===== config.mk =====
export PLATFORM = sky130hd
export DESIGN_NAME = rmii_rx_gen
export DESIGN_NICKNAME = d
export VERILOG_FILES = /design/src/rtl/rmii_rxgen_pkg.sv /design/src/rtl/rmii_rxgen_sync.sv /design/src/rtl/rmii_rxgen_pace.sv /design/src/rtl/rmii_rxgen_ser.sv /design/src/rtl/rmii_rx_gen.sv
export SDC_FILE = /design/constraint.sdc
export NUM_CORES = 1
export LEC_CHECK = 0
export ABC_CLOCK_PERIOD_IN_PS = 3780
export BUFFER_PORTS_ARGS = -buffer_cell sky130_fd_sc_hd__buf_4
export CAP_MARGIN = 20
export CORE_ASPECT_RATIO = 1.2
export CORE_MARGIN = 3
export CORE_UTILIZATION = 58
export CTS_BUF_LIST = sky130_fd_sc_hd__clkbuf_8
export DETAILED_ROUTE_END_ITERATION = 6
export PLACE_DENSITY = 0.82
export SLEW_MARGIN = 10
export SYNTH_ARGS = -nofsm -noshare
export SYNTH_HDL_FRONTEND = slang
export SYNTH_HIERARCHICAL = 1
export SYNTH_SLANG_ARGS = --single-unit

===== constraint.sdc =====
create_clock -name clk -period 3.78 [get_ports clk]
set_clock_uncertainty 0.1 [all_clocks]
set_input_delay 0.567 -clock clk [delete_from_list [all_inputs] [get_ports clk]]
set_output_delay 0.567 -clock clk [all_outputs]
set_load 0.005 [all_outputs]

===== src/rtl/rmii_rxgen_pkg.sv =====
package rmii_rxgen_pkg;
  localparam int BYTE_W = 8;
  localparam int DIBITS = BYTE_W / 2;
  localparam int IDX_W  = $clog2(DIBITS);

  typedef logic [IDX_W-1:0]  dibit_idx_t;
  typedef logic [BYTE_W-1:0] rx_byte_t;

  localparam logic [1:0] FC_CODE   = 2'b10;
  localparam logic [1:0] IDLE_CODE = 2'b00;
  localparam dibit_idx_t LAST_IDX  = dibit_idx_t'(DIBITS - 1);

  // di-bit i of a byte, least significant first
  function automatic logic [1:0] dibit_at(rx_byte_t b, dibit_idx_t i);
    return b[{i, 1'b0} +: 2];
  endfunction

  // data-valid level for a presented di-bit: high while carrier, else high on second of pair
  function automatic logic dv_at(logic carrier_s, dibit_idx_t i);
    return carrier_s | i[0];
  endfunction
endpackage


===== src/rtl/rmii_rxgen_sync.sv =====
module rmii_rxgen_sync #(
  parameter int W      = 2,
  parameter int STAGES = 2
) (
  input  logic         clk,
  input  logic         rst_n,
  input  logic [W-1:0] d_i,
  output logic [W-1:0] q_o
);
  logic [W-1:0] st [STAGES];

  always_ff @(posedge clk) begin
    if (!rst_n) begin
      for (int i = 0; i < STAGES; i++) st[i] <= '0;
    end else begin
      st[0] <= d_i;
      for (int i = 1; i < STAGES; i++) st[i] <= st[i-1];
    end
  end

  assign q_o = st[STAGES-1];
endmodule


===== src/rtl/rmii_rxgen_pace.sv =====
module rmii_rxgen_pace #(
  parameter int DIV = 10
) (
  input  logic clk,
  input  logic rst_n,
  input  logic slow_i,
  output logic tick_o
);
  localparam int CW = (DIV > 1) ? $clog2(DIV) : 1;
  localparam logic [CW-1:0] CNT_LAST = CW'(DIV - 1);

  logic [CW-1:0] cnt_q;

  always_ff @(posedge clk) begin
    if (!rst_n || !slow_i) cnt_q <= '0;
    else if (cnt_q == CNT_LAST) cnt_q <= '0;
    else cnt_q <= cnt_q + 1'b1;
  end

  assign tick_o = !slow_i || (cnt_q == CNT_LAST);


  pace_bound_chk: assert property (@(posedge clk) disable iff (!rst_n)
    slow_i |-> (cnt_q <= CNT_LAST));
endmodule


===== src/rtl/rmii_rxgen_ser.sv =====
module rmii_rxgen_ser
  import rmii_rxgen_pkg::*;
(
  input  logic       clk,
  input  logic       rst_n,
  input  logic       tick_i,
  input  logic       carrier_s_i,
  input  logic       fc_i,
  input  logic       empty_i,
  input  rx_byte_t   data_i,
  output logic       rd_o,
  output logic [1:0] rxd_o,
  output logic       dv_o,
  output logic       first_o
);
  rx_byte_t   shreg_q;
  dibit_idx_t idx_q;
  logic       have_q;
  logic       byte_done;
  dibit_idx_t idx_nx;

  assign byte_done = !have_q || (idx_q == LAST_IDX);
  assign idx_nx    = idx_q + 1'b1;
  assign rd_o      = tick_i && !fc_i && byte_done && !empty_i;
  assign first_o   = !have_q || !idx_q[0];

  always_ff @(posedge clk) begin
    if (!rst_n) begin
      shreg_q <= '0;
      idx_q   <= '0;
      have_q  <= 1'b0;
      rxd_o   <= IDLE_CODE;
      dv_o    <= 1'b0;
    end else if (tick_i) begin
      if (fc_i) begin
        rxd_o <= FC_CODE;
        dv_o  <= 1'b1;
      end else if (!byte_done) begin
        idx_q <= idx_nx;
        rxd_o <= dibit_at(shreg_q, idx_nx);
        dv_o  <= dv_at(carrier_s_i, idx_nx);
      end else if (!empty_i) begin
        shreg_q <= data_i;
        idx_q   <= '0;
        have_q  <= 1'b1;
        rxd_o   <= dibit_at(data_i, '0);
        dv_o    <= dv_at(carrier_s_i, '0);
      end else begin
        have_q <= 1'b0;
        idx_q  <= '0;
        rxd_o  <= IDLE_CODE;
        dv_o   <= carrier_s_i;
      end
    end
  end


  rd_nonempty_chk: assert property (@(posedge clk) disable iff (!rst_n)
    rd_o |-> !empty_i);


  dv_fall_first_chk: assert property (@(posedge clk) disable iff (!rst_n)
    $fell(dv_o) |-> first_o);


  idle_out_chk: assert property (@(posedge clk) disable iff (!rst_n)
    (tick_i && !fc_i && byte_done && empty_i && !carrier_s_i) |=> (rxd_o == IDLE_CODE && !dv_o));


  load_first_chk: assert property (@(posedge clk) disable iff (!rst_n)
    rd_o |=> (rxd_o == $past(data_i[1:0]) && first_o));
endmodule


===== src/rtl/rmii_rx_gen.sv =====
module rmii_rx_gen
  import rmii_rxgen_pkg::*;
#(
  parameter int SLOW_DIV    = 10,
  parameter int SYNC_STAGES = 2
) (
  input  logic              clk,
  input  logic              rst_n,
  input  logic              carrier_i,
  input  logic              false_carrier_i,
  input  logic              spd10_i,
  input  logic              fifo_empty_i,
  input  logic [BYTE_W-1:0] fifo_data_i,
  output logic              fifo_rd_o,
  output logic [1:0]        rxd_o,
  output logic              crs_dv_o
);
  logic [1:0] flags_s;
  logic       carrier_s;
  logic       fc_active;
  logic       tick_w;
  logic       dv_q;
  logic       first_w;

  rmii_rxgen_sync #(.W(2), .STAGES(SYNC_STAGES)) u_sync (
    .clk   (clk),
    .rst_n (rst_n),
    .d_i   ({false_carrier_i, carrier_i}),
    .q_o   (flags_s)
  );

  assign carrier_s = flags_s[0];
  assign fc_active = flags_s[1] && flags_s[0];

  rmii_rxgen_pace #(.DIV(SLOW_DIV)) u_pace (
    .clk    (clk),
    .rst_n  (rst_n),
    .slow_i (spd10_i),
    .tick_o (tick_w)
  );

  rmii_rxgen_ser u_ser (
    .clk         (clk),
    .rst_n       (rst_n),
    .tick_i      (tick_w),
    .carrier_s_i (carrier_s),
    .fc_i        (fc_active),
    .empty_i     (fifo_empty_i),
    .data_i      (fifo_data_i),
    .rd_o        (fifo_rd_o),
    .rxd_o       (rxd_o),
    .dv_o        (dv_q),
    .first_o     (first_w)
  );

  // asynchronous rise path: raw carrier bypasses the synchroniser
  assign crs_dv_o = carrier_i | dv_q;


  rxd_on_tick_chk: assert property (@(posedge clk) disable iff (!rst_n)
    !tick_w |=> $stable(rxd_o));


  fc_code_chk: assert property (@(posedge clk) disable iff (!rst_n)
    (fc_active && tick_w) |=> (rxd_o == FC_CODE && crs_dv_o));


  fc_no_read_chk: assert property (@(posedge clk) disable iff (!rst_n)
    fc_active |-> !fifo_rd_o);


  carrier_dv_chk: assert property (@(posedge clk) disable iff (!rst_n)
    (carrier_s && tick_w) |=> dv_q);
endmodule


==> results.sh, run 1 <==
export IMPL_status="finished, final reports clean"
export IMPL_arrival_ns=1.92
export IMPL_cts_buffers_inserted=3
export IMPL_hold_ws_ns=0.341
export IMPL_dieArea_um2=2190
export IMPL_grt_max_degree=13
export IMPL_port_buffers=17
export IMPL_intPower_mw=0.338
export IMPL_syn_to_final_growth_pct=15.7
export IMPL_fillers=117
export IMPL_setup_tns_ns=0
export IMPL_drv_cap=0
export IMPL_wl_mm=1.80
export IMPL_hold_path_endpoint="u_sync/st[0][2]"
export IMPL_fmax_mhz=386
export IMPL_overflow=0
export IMPL_hold_depth=1
export IMPL_crit_required_ns=3.11
export IMPL_finalSetupViolCount=0
export IMPL_htreeDepth=1
export IMPL_power_mw=0.435
export IMPL_pwr_share_seq=0.569
export IMPL_slew_viol_final=0
export IMPL_period_share=0.685
export IMPL_slew_headroom=0.642
export IMPL_place_congestion=0.760
export IMPL_clock_sinks=22
export IMPL_start_util=0.642
export IMPL_r2r_start="u_pace/cnt_q[0]"
export IMPL_syn_num_nets=118
export IMPL_switching_share=0.224
export IMPL_p_sw_mw=0.0976
export IMPL_wl_per_cell_um=13.7
export IMPL_hold_violations=0
export IMPL_path_cells="ha_1, nand3b_4, nand2_1, or3b_1, nor2_1, buf_4"
export IMPL_syn_avg_cell_area_um2=9.54
export IMPL_grt_pass1_vias=757
export IMPL_combinationalPowerShare=0.114
export IMPL_ff2ff_path_depth=6
export IMPL_post_route_drc_count=0
export IMPL_vias=744
export IMPL_drt_first_pass_iters=4
export IMPL_clk_pin_slew_ns=0.07
export IMPL_netlist_instances=101
export IMPL_final_layout_size_suffix_gt1_frac=0.243
export IMPL_post_cts_resized=0
export IMPL_path_max_fanout=10
export IMPL_clk_latency_ns=0.25
export IMPL_core_area_um2=1500
export IMPL_r2r_end="u_ser/shreg_q[4]"
export IMPL_postRouteAntennaNets=0
export IMPL_postCtsSetupRepairBufs=0
export IMPL_rows=15
export IMPL_dp_cells=129
export IMPL_holdCritStartpoint="u_sync/st[0][0]"
export IMPL_cts_root_buf="clkbuf_8"
export IMPL_vdd_drop_max_mv=0.247
export IMPL_grt_pass1_wl_mm=3.26
export IMPL_fin_crit_ns=2.59
export IMPL_worstMarginPinSlew_ns=0.535
export IMPL_slowest_stage="or3b_1"
export IMPL_slowest_delay_ns=0.54
export IMPL_antenna_cells=0
export IMPL_antenna_found_initial=0
export IMPL_critPathKind="reg -> out"
export IMPL_start_kind="flop"
export IMPL_die_w_um=43.2
export IMPL_cts_buffer_depth=2
export IMPL_end_kind="output pin"
export IMPL_netlist_area_um2=963
export IMPL_via_per_inst=5.64
export IMPL_nets=134
export IMPL_holdCritPathClass="reg -> reg"
export IMPL_ios=18
export IMPL_detailed_place_hpwl_mm=1.35
export IMPL_ys_warn_count=6
export IMPL_postCtsHoldBufs=0
export IMPL_power_density_nw_per_um2=390
export IMPL_first_iter_violations=14
export IMPL_die_h_um=50.6
export IMPL_final_util=0.743
export IMPL_clkPwrFrac=0.318
export IMPL_rrSetupSlack_ns=1.88
export IMPL_power_leakage_nw=0.483
export IMPL_tritoncts="yes"
export IMPL_track_usage=0.201
export IMPL_rsz0062_at_grt="no"
export IMPL_stdcell_count=132
how the worst max path moves through the flow:
stage / slack [ns] / depth (start not counted) / endpoint / from
6_report: 1.19 / 6 / fifo_rd_o / u_pace/cnt_q[0]
5_1_grt: 1.07 / 6 / fifo_rd_o / u_pace/cnt_q[0]
4_1_cts: 1.18 / 6 / fifo_rd_o / u_pace/cnt_q[0]
3_5_place_dp: 1.47 / 5 / fifo_rd_o / spd10_i
3_3_place_gp: 1.49 / 5 / fifo_rd_o / spd10_i
2_1_floorplan: 1.75 / 6 / fifo_rd_o / u_pace/cnt_q[0]
power by group through the flow:
| stage | sequential (mW) | clock, mW | combinational (mW) |
|---|---|---|---|
| global placement | 0.252 | 0 | 0.0481 |
| global route | 0.249 | 0.149 | 0.0554 |
| finish | 0.248 | 0.138 | 0.0494 |
| floorplan | 0.251 | 0 | 0.0314 |
| CTS | 0.248 | 0.140 | 0.0499 |
| detailed placement | 0.253 | 0 | 0.0494 |
metrics by stage:
stage                     instance area, um^2  worst slack [ns]
after CTS                                1110              1.18
after global placement                   1070              1.49
after global routing                     1110              1.07
after detailed placement                 1070              1.47
final                                    1110              1.19
after floorplan                           963              1.75
final cells by class:
class | count | area, um^2 | area share
well taps | 17 | 21.3 | 0.0191
multi-input cells | 68 | 465 | 0.418
clock buffers | 3 | 41.3 | 0.0370
flip-flops and latches | 22 | 440 | 0.395
repair buffers | 17 | 128 | 0.114
inverters | 5 | 18.8 | 0.0168
sequential cells by signal, indices dropped and copies added, names as in the netlist:
| signal | count |
|---|---|
| u_ser/dv_o | 1 |
| u_pace/cnt_q | 4 |
| u_sync/st | 4 |
| u_ser/shreg_q | 8 |
| u_ser/rxd_o | 2 |
| u_ser/idx_q | 2 |
| u_ser/have_q | 1 |
layer usage:
layer | track usage | wire length, um | vias to the layer above
li1 | - | - | 378
met1 | 0.242 | 786 | 350
met2 | 0.335 | 919 | 14
met3 | 0.0323 | 80 | 2
met4 | 0.106 | 17 | 0
met5 | 0 | 0 | -
worst max-delay path: cells and delay by family, from the launching register on:
kind	cells	cell delay (ns)
fa+ha+maj	1	0.21
buf+inv	1	0.12
flops	1	0.38
simple gates	4	0.95
cell usage in the layout, fill, tap and decap left out, drive strengths merged, types with 2 or more instances in the layout:
master  instances
a21oi          10
a31oi           2
and2            5
buf            17
clkbuf          3
dfxtp          22
ha              3
inv             5
mux4            2
nand2           3
nand2b          2
nand3          10
nor2            8
o21ai          11
Power figures use the tool's default switching activity.
==> run 2, diff against run 1 <==
--- a/config.mk
+++ b/config.mk
@@ -5,15 +5,15 @@
 export SDC_FILE = /design/constraint.sdc
 export NUM_CORES = 1
 export LEC_CHECK = 0
-export ABC_CLOCK_PERIOD_IN_PS = 3780
+export ABC_CLOCK_PERIOD_IN_PS = 2200
 export BUFFER_PORTS_ARGS = -buffer_cell sky130_fd_sc_hd__buf_4
 export CAP_MARGIN = 20
 export CORE_ASPECT_RATIO = 1.2
 export CORE_MARGIN = 3
-export CORE_UTILIZATION = 58
+export CORE_UTILIZATION = 50
 export CTS_BUF_LIST = sky130_fd_sc_hd__clkbuf_8
 export DETAILED_ROUTE_END_ITERATION = 6
-export PLACE_DENSITY = 0.82
+export PLACE_DENSITY = 0.75
 export SLEW_MARGIN = 10
 export SYNTH_ARGS = -nofsm -noshare
 export SYNTH_HDL_FRONTEND = slang
==> constraint.sdc (replaced) <==
create_clock -name clk -period 2.2 [get_ports clk]
set_clock_uncertainty 0.1 [all_clocks]
set_input_delay 0.33 -clock clk [delete_from_list [all_inputs] [get_ports clk]]
set_output_delay 0.33 -clock clk [all_outputs]
set_load 0.005 [all_outputs]
==> results.sh, run 2 (synthesis gave the netlist of run 1 again) <==
export IMPL_via_per_inst=5.57
export IMPL_power_leakage_nw=0.498
export IMPL_first_iter_violations=14
export IMPL_detailed_place_hpwl_mm=1.40
export IMPL_path_max_fanout=7
export IMPL_rows=16
export IMPL_slowest_delay_ns=0.39
export IMPL_drt_first_pass_iters=4
export IMPL_path_cells="inv_1, ha_1, nand3b_4, nand2_2, or3b_1, nor2_1, buf_4"
export IMPL_status="finished, final reports clean"
export IMPL_vias=758
export IMPL_end_kind="output pin"
export IMPL_period_share=0.954
export IMPL_tritoncts="yes"
export IMPL_antenna_cells=0
export IMPL_grt_pass1_wl_mm=3.20
export IMPL_power_density_nw_per_um2=659
export IMPL_r2r_end="u_ser/shreg_q[6]"
export IMPL_fin_crit_ns=2.10
export IMPL_drv_cap=0
export IMPL_slowest_stage="or3b_1"
export IMPL_holdCritPathClass="in -> reg"
export IMPL_largest_reg_flops=8
export IMPL_cpLargestDelayFamily="simple AND/OR/NAND/NOR gates"
export IMPL_slew_viol_final=0
export IMPL_grt_max_degree=13
export IMPL_top_regs="u_ser/shreg_q x8, u_pace/cnt_q x4, u_sync/st x4"
export IMPL_overflow=0
export IMPL_clk_latency_ns=0.25
export IMPL_rsz0062_at_grt="no"
export IMPL_crit_required_ns=1.77
export IMPL_rrSetupSlack_ns=0.40
export IMPL_ff2ff_path_depth=8
export IMPL_slew_headroom=0.744
export IMPL_arrival_ns=1.67
export IMPL_antenna_found_initial=0
export IMPL_top_register="u_ser/shreg_q"
export IMPL_clock_sinks=22
export IMPL_grt_pass1_vias=714
export IMPL_power_mw=0.753
export IMPL_place_ws_ns=0.313
export IMPL_htreeDepth=1
export IMPL_crit_end="fifo_rd_o"
export IMPL_final_cell_mix="dfxtp_1, buf_4, a21oi_1"
export IMPL_clk_pin_slew_ns=0.07
export IMPL_setup_tns_ns=0
export IMPL_wl_per_cell_um=14.4
export IMPL_setup_slack_ns=0.101
export IMPL_die_w_um=46.1
export IMPL_wl_mm=1.95
export IMPL_port_buffers=17
export IMPL_post_cts_resized=0
export IMPL_start_kind="flop"
export IMPL_worstMarginPinSlew_ns=0.384
export IMPL_postCtsSetupRepairBufs=0
export IMPL_ios=18
export IMPL_postRouteAntennaNets=0
export IMPL_cts_buffer_depth=2
export IMPL_nets=137
export IMPL_start_util=0.560
export IMPL_die_h_um=54.1
export IMPL_critical_path_startpoint="u_pace/cnt_q[1]"
export IMPL_cts_root_buf="clkbuf_8"
export IMPL_finalSetupViolCount=0
export IMPL_final_layout_size_suffix_gt1_frac=0.280
export IMPL_worst_path_buf_inv=2
export IMPL_layout_commonest_cell="dfxtp_1"
export IMPL_postCtsHoldBufs=0
export IMPL_dieArea_um2=2490
export IMPL_cp_depth=7
export IMPL_vdd_drop_max_mv=0.432
export IMPL_track_usage=0.183
export IMPL_critPathKind="reg -> out"
export IMPL_hold_violations=0
export IMPL_syn_to_final_growth_pct=18.6
export IMPL_r2r_start="u_pace/cnt_q[1]"
export IMPL_post_route_drc_count=0
export IMPL_core_area_um2=1720
export IMPL_fmax_mhz=476
export IMPL_cts_buffers_inserted=3
export IMPL_place_congestion=0.788
==> run 2: stage by stage <==
| stage | cells | area (um^2) | utilization | hold WS (ns) |
|---|---|---|---|---|
| floorplan | 101 | 963 | - | 0.306 |
| global placement | 133 | 1100 | 0.637 | 0.315 |
| detailed placement | 133 | 1100 | 0.637 | 0.319 |
| CTS | 136 | 1140 | 0.661 | 0.178 |
| global route | 136 | 1140 | 0.664 | 0.185 |
| finish | 136 | 1140 | 0.664 | 0.187 |
==> run 2: how the worst min path moves through the flow <==
stage	from	to	slack, ns	depth (start not counted)
2_1_floorplan	u_sync/st[0][0]	u_sync/st[0][2]	0.31	1
3_3_place_gp	u_sync/st[0][0]	u_sync/st[0][2]	0.32	1
4_1_cts	false_carrier_i	u_sync/st[0][1]	0.18	2
6_report	false_carrier_i	u_sync/st[0][1]	0.19	2
5_1_grt	false_carrier_i	u_sync/st[0][1]	0.18	2
3_5_place_dp	u_sync/st[0][0]	u_sync/st[0][2]	0.32	1
==> run 2: routing by layer <==
metal  routed length [um]  part of all wire  track usage  vias to the layer above
li1                     -                 -            -                      383
met1                  866              0.44        0.236                      366
met2                 1020              0.52        0.291                        7
met3                   52             0.027       0.0301                        2
met4                    9            0.0046       0.0853                        0
met5                    0                 0            0                        -
==> run 2: layout make-up <==
type                    count  area [um^2]
flip-flops and latches     22          442
well taps                  18         22.5
repair buffers             20          150
inverters                   5         18.8
clock buffers               3         41.3
multi-input cells          68          468
fillers                   163          579
==> run 2: where the power goes <==
group	switching, mW	internal (mW)	total (mW)
registers	0.0101	0.416	0.426
logic	0.0444	0.0470	0.0914
clock network	0.114	0.122	0.235
==> run 3, diff against run 2 <==
--- a/config.mk
+++ b/config.mk
@@ -14,8 +14,8 @@
 export CTS_BUF_LIST = sky130_fd_sc_hd__clkbuf_8
 export DETAILED_ROUTE_END_ITERATION = 6
 export PLACE_DENSITY = 0.75
+export SETUP_SLACK_MARGIN = 0.1
 export SLEW_MARGIN = 10
 export SYNTH_ARGS = -nofsm -noshare
 export SYNTH_HDL_FRONTEND = slang
-export SYNTH_HIERARCHICAL = 1
 export SYNTH_SLANG_ARGS = --single-unit
==> results.sh, run 3 <==
export IMPL_async_flop_share=0
export IMPL_status="finished, final reports clean"
export IMPL_cts_buffer_depth=2
export IMPL_postCtsHoldBufs=0
export IMPL_slew_viol_final=0
export IMPL_largest_reg_flops=8
export IMPL_cts_root_buf="clkbuf_8"
export IMPL_rrSetupSlack_ns=0.54
export IMPL_fillers=152
export IMPL_netlist_instances=105
export IMPL_htreeDepth=1
export IMPL_top_register="u_ser.shreg_q"
export IMPL_ios=18
export IMPL_final_layout_size_suffix_gt1_frac=0.254
export IMPL_drt_first_pass_iters=4
export IMPL_vdd_drop_max_mv=0.498
export IMPL_post_cts_resized=0
export IMPL_end_kind="output pin"
export IMPL_critPathKind="reg -> out"
export IMPL_grt_pass1_vias=715
export IMPL_ys_warn_count=0
export IMPL_cts_buffers_inserted=3
export IMPL_fmax_mhz=521
export IMPL_hold_violations=0
export IMPL_ff2ff_path_depth=4
export IMPL_place_congestion=0.731
export IMPL_holdCritStartpoint="false_carrier_i"
export IMPL_rows=16
export IMPL_synth_top_area_frac=0.451
export IMPL_top_regs="u_ser.shreg_q x8, u_pace.cnt_q x4, u_sync.st x4"
export IMPL_track_usage=0.162
export IMPL_hold_path_endpoint="u_sync.st[0][1]"
export IMPL_tritoncts="yes"
export IMPL_dieArea_um2=2520
export IMPL_slew_headroom=0.770
export IMPL_ys_seq_elements=22
export IMPL_r2r_end="u_ser.rxd_o[1]"
export IMPL_syn_num_nets=122
export IMPL_finalSetupViolCount=0
export IMPL_die_h_um=54.4
export IMPL_antenna_cells=0
export IMPL_hold_depth=2
export IMPL_detailed_place_hpwl_mm=1.27
export IMPL_synth_most_common_cell="dfxtp_1"
export IMPL_clock_sinks=22
export IMPL_design_area_um2=1150
export IMPL_netlist_area_um2=976
export IMPL_post_route_drc_count=0
export IMPL_r2r_start="u_ser.idx_q[0]"
export IMPL_grt_max_degree=29
export IMPL_layout_commonest_cell="dfxtp_1"
export IMPL_grt_pass1_wl_mm=2.98
export IMPL_syn_to_final_growth_pct=18.1
export IMPL_fin_crit_ns=1.92
export IMPL_via_per_inst=5.42
export IMPL_postRouteAntennaNets=0
export IMPL_postCtsSetupRepairBufs=0
export IMPL_holdCritPathClass="in -> reg"
export IMPL_die_w_um=46.3
export IMPL_synth_commonest_cells="dfxtp_1, nand2_1, nand3_1"
export IMPL_ys_types=35
export IMPL_setup_tns_ns=0
export IMPL_port_buffers=17
export IMPL_drv_cap=0
export IMPL_worstMarginPinSlew_ns=0.343
export IMPL_clk_latency_ns=0.26
export IMPL_final_cell_mix="dfxtp_1, buf_4, nand2_1"
export IMPL_start_kind="flop"
export IMPL_rsz0062_at_grt="no"
export IMPL_clk_pin_slew_ns=0.08
export IMPL_power_leakage_nw=0.491
export IMPL_power_mw=0.805
export IMPL_period_share=0.873
export IMPL_synth_largest_area_cell="dfxtp_1"
export IMPL_synth_seq_area_share=0.451
export IMPL_dpl_cell_area_um2=1100
export IMPL_synth_edf_count=0
export IMPL_synth_area_leaders="dfxtp_1, nand3_1, nand2_1"
export IMPL_start_util=0.560
export IMPL_arrival_ns=1.49
export IMPL_power_density_nw_per_um2=699
export IMPL_overflow=0
export IMPL_syn_avg_cell_area_um2=9.29
export IMPL_crit_required_ns=1.77
export IMPL_critical_path_startpoint="u_pace.cnt_q[1]"
export IMPL_core_area_um2=1740
export IMPL_first_iter_violations=4
export IMPL_nets=140
export IMPL_wl_per_cell_um=12.2
export IMPL_vias=759
export IMPL_ys_flop_type="dfxtp_1"
export IMPL_path_max_fanout=3
export IMPL_antenna_found_initial=0
export IMPL_wl_mm=1.70
[run 3: per-stage QoR]
stage	util	setup WS, ns	std cells	hold slack (ns)
3_3_place_gp	0.630	0.602	136	0.319
5_1_grt	0.662	0.195	140	0.178
4_1_cts	0.662	0.265	140	0.175
2_1_floorplan	-	0.524	105	0.312
3_5_place_dp	0.630	0.561	136	0.329
6_report	0.662	0.280	140	0.174
[run 3: how the worst max path moves through the flow]
stage,to,slack [ns],cells after the start
floorplan,fifo_rd_o,0.52,6
global placement,fifo_rd_o,0.60,6
detailed placement,fifo_rd_o,0.56,6
CTS,fifo_rd_o,0.27,6
global route,fifo_rd_o,0.19,6
finish,fifo_rd_o,0.28,6
[run 3: cell type report]
cell class              instances  area [um^2]  area share
flip-flops and latches         22          440       0.382
well taps                      18         22.5      0.0195
repair buffers                 18          135       0.117
inverters                       6         22.5      0.0195
multi-input cells              72          477       0.414
clock buffers                   4         55.1      0.0478
[run 3: layer usage]
metal | vias to the layer above | track usage | routed length [um]
li1 | 393 | - | -
met3 | 5 | 0.0296 | 86
met1 | 345 | 0.194 | 798
met2 | 16 | 0.278 | 785
met4 | 0 | 0.0711 | 33
met5 | - | 0 | 0
[run 3: cells by family (layout without fill, tap and decap cells)]
logic type                 Yosys count  in the layout  synth area share
xor gates and xnor gates             2              2            0.0180
adders and majority gates            3              3            0.0385
and+or+nand+nor                     41             41             0.212
AOI/OAI and AO/OA                   21             21             0.167
muxes                                5              5            0.0538
DFF                                 22             22             0.451
buffers and inverters               11             28            0.0602
[run 3: critical path, cell delays in order, from the launching register on]
cell and delay (ns):
dfxtp_1 0.36, inv_1 0.05, ha_1 0.18, and3b_2 0.25, o2111ai_4 0.19, inv_1 0.07
buf_4 0.13
[run 3: power breakdown]
group / leakage [nW] / internal (mW) / switching, mW / total (mW)
Clock: 0.0288 / 0.159 / 0.126 / 0.286
Combinational: 0.282 / 0.0475 / 0.0453 / 0.0928
Sequential: 0.180 / 0.416 / 0.00992 / 0.426
